--- src/rtl/qbank_pkg.sv ---
// Shared field layout of the per-quadrant bank control register.
// Assumes an 8-bit register; field positions are fixed by the layout below.
package qbank_pkg;
    localparam int QUAD_W   = 2;
    localparam int NUM_QUAD = 1 << QUAD_W;
    localparam int CFG_W    = 8;
    localparam int WAIT_W   = 2;
    localparam int CSSEL_W  = 2;

    typedef struct packed {
        logic [WAIT_W-1:0]  wait_cnt;  // [7:6]
        logic [QUAD_W-1:0]  inv;       // [5:4]
        logic               wprot;     // [3]
        logic               set_sel;   // [2]
        logic [CSSEL_W-1:0] cs_sel;    // [1:0]
    } bank_cfg_t;
endpackage

--- src/rtl/qbank_regfile.sv ---
// Holds one control register per quadrant and presents the register of the
// quadrant addressed by rd_sel. Assumes writes take effect on the next edge.
module qbank_regfile
    import qbank_pkg::*;
#(
    parameter int NQ = NUM_QUAD
) (
    input  logic              clk,
    input  logic              rst_n,
    input  logic              cfg_we,
    input  logic [QUAD_W-1:0] cfg_sel,
    input  logic [CFG_W-1:0]  cfg_wdata,
    input  logic [QUAD_W-1:0] rd_sel,
    output bank_cfg_t         rd_cfg
);
    logic [CFG_W-1:0] regs [NQ];

    for (genvar g = 0; g < NQ; g++) begin : g_reg
        // Load or clear the register of quadrant g.
        always_ff @(posedge clk) begin
            if (!rst_n)
                regs[g] <= '0;
            else if (cfg_we && cfg_sel == QUAD_W'(g))
                regs[g] <= cfg_wdata;
        end
    end

    // Present the register of the addressed quadrant.
    assign rd_cfg = bank_cfg_t'(regs[rd_sel]);
endmodule

--- src/rtl/qbank_addr_xform.sv ---
// Flips the top quadrant-select address lines by the quadrant's flip bits.
// Assumes the quadrant has already been chosen from the untransformed address.
module qbank_addr_xform
    import qbank_pkg::*;
#(
    parameter int ADDR_W = 20
) (
    input  logic [ADDR_W-1:0] addr_in,
    input  logic [QUAD_W-1:0] inv,
    output logic [ADDR_W-1:0] addr_out
);
    localparam int LOW_W = ADDR_W - QUAD_W;

    // XOR the top lines, pass the in-quadrant offset through.
    always_comb begin
        addr_out = {addr_in[ADDR_W-1 -: QUAD_W] ^ inv, addr_in[LOW_W-1:0]};
    end
endmodule

--- src/rtl/qbank_seq.sv ---
// Access sequencer: idle, strobe phase of 1+wait cycles, then one done cycle.
// Assumes start is only meaningful while idle is high.
module qbank_seq
    import qbank_pkg::*;
(
    input  logic              clk,
    input  logic              rst_n,
    input  logic              start,
    input  logic [WAIT_W-1:0] wait_cnt,
    output logic              idle,
    output logic              active,
    output logic              done
);
    typedef enum logic [1:0] {S_IDLE, S_ACT, S_DONE} seq_state_t;
    seq_state_t         state;
    logic [WAIT_W-1:0]  remain;

    // Advance the access phase and count down the wait states.
    always_ff @(posedge clk) begin
        if (!rst_n) begin
            state  <= S_IDLE;
            remain <= '0;
        end else begin
            unique case (state)
                S_IDLE: if (start) begin
                    state  <= S_ACT;
                    remain <= wait_cnt;
                end
                S_ACT: if (remain == '0) state <= S_DONE;
                       else              remain <= remain - 1'b1;
                default: state <= S_IDLE;
            endcase
        end
    end

    // Decode phase flags.
    assign idle   = (state == S_IDLE);
    assign active = (state == S_ACT);
    assign done   = (state == S_DONE);
endmodule

--- src/rtl/qbank_strobe.sv ---
// Drives active-low chip select and enable lines from the latched routing.
// Assumes cs_sel values at or above NUM_CS select nothing.
module qbank_strobe
    import qbank_pkg::*;
#(
    parameter int NUM_CS  = 3,
    parameter int NUM_SET = 2
) (
    input  logic               active,
    input  logic               is_wr,
    input  logic               wprot,
    input  logic [CSSEL_W-1:0] cs_sel,
    input  logic               set_sel,
    output logic [NUM_CS-1:0]  cs_n,
    output logic [NUM_SET-1:0] oe_n,
    output logic [NUM_SET-1:0] we_n
);
    for (genvar i = 0; i < NUM_CS; i++) begin : g_cs
        // One chip select per decoded index.
        assign cs_n[i] = !(active && cs_sel == CSSEL_W'(i));
    end

    for (genvar j = 0; j < NUM_SET; j++) begin : g_set
        // Read and write enables of strobe set j.
        assign oe_n[j] = !(active && !is_wr && set_sel == 1'(j));
        assign we_n[j] = !(active && is_wr && !wprot && set_sel == 1'(j));
    end
endmodule

--- src/rtl/qbank_ctrl.sv ---
// Quadrant bank controller top. Accepts a request while idle, latches the
// routing of the addressed quadrant and the flipped device address, and runs
// one strobe sequence. Assumes the requester waits for ready before relying
// on a new request being taken.
module qbank_ctrl
    import qbank_pkg::*;
#(
    parameter int ADDR_W  = 20,
    parameter int NUM_CS  = 3,
    parameter int NUM_SET = 2
) (
    input  logic               clk,
    input  logic               rst_n,
    input  logic               cfg_we,
    input  logic [QUAD_W-1:0]  cfg_sel,
    input  logic [CFG_W-1:0]   cfg_wdata,
    input  logic [ADDR_W-1:0]  req_addr,
    input  logic               req_rd,
    input  logic               req_wr,
    output logic [ADDR_W-1:0]  dev_addr,
    output logic [NUM_CS-1:0]  cs_n,
    output logic [NUM_SET-1:0] oe_n,
    output logic [NUM_SET-1:0] we_n,
    output logic               ready,
    output logic               prot_err
);
    bank_cfg_t          sel_cfg;
    logic [ADDR_W-1:0]  xf_addr;
    logic [ADDR_W-1:0]  dev_q;
    logic               idle, active, done, start;
    logic               cur_wr, cur_wp, cur_set;
    logic [CSSEL_W-1:0] cur_cs;

    assign start = idle && (req_rd || req_wr);

    qbank_regfile #(.NQ(NUM_QUAD)) u_regs (
        .clk       (clk),
        .rst_n     (rst_n),
        .cfg_we    (cfg_we),
        .cfg_sel   (cfg_sel),
        .cfg_wdata (cfg_wdata),
        .rd_sel    (req_addr[ADDR_W-1 -: QUAD_W]),
        .rd_cfg    (sel_cfg)
    );

    qbank_addr_xform #(.ADDR_W(ADDR_W)) u_xform (
        .addr_in  (req_addr),
        .inv      (sel_cfg.inv),
        .addr_out (xf_addr)
    );

    // Capture routing, direction and device address when a request is taken.
    always_ff @(posedge clk) begin
        if (!rst_n) begin
            dev_q   <= '0;
            cur_wr  <= 1'b0;
            cur_wp  <= 1'b0;
            cur_set <= 1'b0;
            cur_cs  <= '0;
        end else if (start) begin
            dev_q   <= xf_addr;
            cur_wr  <= !req_rd;
            cur_wp  <= sel_cfg.wprot;
            cur_set <= sel_cfg.set_sel;
            cur_cs  <= sel_cfg.cs_sel;
        end
    end

    qbank_seq u_seq (
        .clk      (clk),
        .rst_n    (rst_n),
        .start    (start),
        .wait_cnt (sel_cfg.wait_cnt),
        .idle     (idle),
        .active   (active),
        .done     (done)
    );

    qbank_strobe #(.NUM_CS(NUM_CS), .NUM_SET(NUM_SET)) u_strobe (
        .active  (active),
        .is_wr   (cur_wr),
        .wprot   (cur_wp),
        .cs_sel  (cur_cs),
        .set_sel (cur_set),
        .cs_n    (cs_n),
        .oe_n    (oe_n),
        .we_n    (we_n)
    );

    assign dev_addr = dev_q;
    assign ready    = done;
    assign prot_err = done && cur_wr && cur_wp;
endmodule

--- config.mk ---
export PLATFORM = sky130hd
export DESIGN_NAME = qbank_ctrl
export DESIGN_NICKNAME = d
export VERILOG_FILES = /design/src/rtl/qbank_pkg.sv /design/src/rtl/qbank_regfile.sv /design/src/rtl/qbank_addr_xform.sv /design/src/rtl/qbank_seq.sv /design/src/rtl/qbank_strobe.sv /design/src/rtl/qbank_ctrl.sv
export SDC_FILE = /design/constraint.sdc
export NUM_CORES = 1
export LEC_CHECK = 0
export ABC_CLOCK_PERIOD_IN_PS = 1800
export BUFFER_PORTS_ARGS = -buffer_cell sky130_fd_sc_hd__buf_2
export CAP_MARGIN = 25
export CORE_MARGIN = 5
export CORE_UTILIZATION = 50
export DETAILED_ROUTE_END_ITERATION = 10
export PLACE_DENSITY = 0.74
export SLEW_MARGIN = 10
export SYNTH_ARGS = -nofsm -noshare
export SYNTH_HDL_FRONTEND = slang
export SYNTH_HIERARCHICAL = 1
export SYNTH_SLANG_ARGS = --single-unit
--- constraint.sdc ---
create_clock -name clk -period 1.8 [get_ports clk]
set_input_delay 0.18 -clock clk [delete_from_list [all_inputs] [get_ports clk]]
set_output_delay 0.18 -clock clk [all_outputs]
set_load 0.01 [all_outputs]
==> impl_metrics.ini <==
[global_routing]
first_global_vias = 1811
grt_pass1_wl_um = 8580
grt.overflow.total = 0
track_usage_pct = 15.0
grt_start_max_net_pins = 44
antenna_found_initial = 0

[timing]
fin_crit_ns = 1.72
period_share_pct = 95.8
relSlewSlack_pct = 72.9
finalSetupTns_ns = 0
fmax_mhz = 580
rsz0062_at_grt = false
finalSetupViolCount = 0
drv_slew = 0
worst_pin_slew_ns = 0.402
hold_viol = 0
fin_skew_ns = 0.00904

[clock_tree]
cts_inserted_buffers = 9
postCtsSetupRepairBufs = 2
cts_tree = yes
holdBufCountCts = 0
cts.sinks = 61
h-tree-depth = 3
clock-root-buffer = clkbuf_8
clk_latency_ns = 0.34
cts_resized = 0
cts.path.max_buffers = 2
clkTransAtPathRegs_ns = 0.07

[finish]
layout.cells.most_common_list = buf_2 (64), nand2_1 (50), and2_1 (32), edfxtp_1 (32), dfxtp_1 (29)
fin_nets = 338
num_antenna_cells = 0
area_growth_pct = 16.1
final_common_cell = buf_2
regArea_um2 = 1540
multi_input_area_um2 = 1110
fillCellCount = 487
stdcell_count = 379
layout-drive-gt1-share_pct = 32.9

[synth]
synth_ff_type = edfxtp_1
yosysUniqueCellTypes = 40
synth.area.top_cells = edfxtp_1 (33%), dfxtp_1 (20%), mux2i_1 (8.3%), and2_1 (6.9%), nand2_1 (6.5%)
ys_warn_count = 6
async_reset_ff_share_pct = 0
synth.ff_latch_count = 61
netlist.area_leader.share_pct = 33.1
seq_area_frac_synth_pct = 53.1
netlist_area_um2 = 2900
synth_edf_count = 32
syn_avg_cell_area_um2 = 11.7
syn_nets = 283
yosys.area.top_type = edfxtp_1
synthCells = 247

[flow_run]
max_cap_viol_count = 0

[floorplan]
fp.coreArea_um2 = 5570
start_util_pct = 52.1
die_x_um = 86.2
die_h_um = 86.2
io_pins = 64
die-area_um2 = 7430
fp-row-count = 27

[placement]
hpwl_um = 3870
port_buffers = 63
dp.cells = 360
place.gp.congestion = 0.745

[status]
outcome = finished, final reports clean

[pwr]
p_comb_share_pct = 25.0
power.leakage_nw = 1.48
p_switching_w = 0.00122
p_int_w = 0.00298
pwr-share-clk_pct = 31.9
power_density_nw_per_um2 = 1250
irDropWorstVdd_mv = 0.640
swShare_pct = 29.0
seqPwrFrac_pct = 43.2

[worst_hold_path]
hp-class = in2reg

[route]
vias = 1845
drc = 0
first_iter_violations = 49
postRouteAntennaNets = 0
dr.pass1.iters = 4
vias_per_cell = 4.87
wl_per_cell_um = 13.9
drt-total-wl_um = 5280

[critical_path]
arrival_ns = 1.54
cp_max_fo = 7
cp_data_required_time_ns = 1.62
worstSetupPathType = reg2out
crit_path_end_kind = output port
worstSetupStartpointType = flip-flop
==> per-layer routing <==
metal	wire (µm)	track usage [%]	vias to the layer above	part of all wire [%]
met4	98	8.07	0	1.9
met2	2320	22.7	66	44
li1	-	-	948	-
met5	0	0	-	0
met3	409	3.61	9	7.7
met1	2450	19.9	822	46
==> Yosys cell counts (2+ instances only) <==
cell	instances
and2_1	32
and3_1	2
and4b_1	2
buf_12	2
buf_4	19
buf_6	2
clkbuf_1	2
dfxtp_1	29
edfxtp_1	32
inv_1	7
mux2i_1	24
mux4_2	8
nand2_1	50
nand3b_1	3
nor2_1	2
o21ai_0	5
or3b_1	2
xor2_1	2
==> path summary, 6_finish.rpt <==
path | from | endpoint | slack, ns | cells past startpoint
min reg2reg | dev_addr[11]$_SDFFE_PN0P_ | dev_addr[11]$_SDFFE_PN0P_ | 0.45 | 2
max reg2reg | u_seq/state[1]$_SDFFE_PN0P_ | u_seq/remain[1]$_SDFFE_PN0P_ | 0.34 | 5
max | u_seq/state[0]$_SDFFE_PN0P_ | oe_n[0] | 0.08 | 3
min | req_rd | cur_wr$_SDFFE_PN0P_ | 0.05 | 2
==> cell type report <==
class	count	area share [%]
Multi-Input combinational cell	151	32.9
Sequential cell	61	45.8
Tap cell	72	2.67
Timing Repair Buffer	72	11.3
Inverter	7	0.780
Clock buffer	9	3.68
Clock inverter	7	2.93
==> logic make-up (layout without fill, tap and decap cells) <==
group	after synthesis	count (layout)	share of synthesized area, %
fa+ha+maj	1	1	0.431
buf+inv	35	95	8.71
flops	61	61	53.1
xor+xnor	2	2	0.604
simple gates	103	103	19.3
mux	32	32	14.5
compound gates	13	13	3.36
==> power groups by stage <==
stage                     clock, W  combinational (W)  sequential, W
after floorplan                  0           0.000788        0.00186
after global placement           0           0.000998        0.00183
after detailed placement         0            0.00102        0.00184
after CTS                  0.00137            0.00106        0.00181
after global routing       0.00144            0.00114        0.00184
final                      0.00134            0.00105        0.00181
==> metrics by stage <==
stage | hold slack [ns] | utilization, % | area [µm²] | worst slack, ns | total power (W)
2_1_floorplan | 0.271 | - | 2900 | 0.289 | 0.00265
3_3_place_gp | 0.379 | 56.1 | 3130 | 0.298 | 0.00283
3_5_place_dp | 0.401 | 56.1 | 3130 | 0.256 | 0.00287
4_1_cts | 0.0254 | 60.3 | 3360 | 0.0571 | 0.00424
5_1_grt | 0.0424 | 60.4 | 3370 | 0.00127 | 0.00442
6_report | 0.0515 | 60.4 | 3370 | 0.0764 | 0.00420
==> sequential cells by signal (all words and copies together), names as in the netlist <==
signal / count
dev_addr: 20
u_seq/remain: 2
u_regs/regs: 32
cur_cs: 2
cur_wr: 1
cur_set: 1
cur_wp: 1
u_seq/state: 2
==> worst max-delay path: stages (launching register included) <==
cell     delay (ns)
dfxtp_1        0.45
nor2b_4        0.24
or3b_1         0.37
buf_2          0.15
No activity file was read; power rests on OpenSTA's default activity.
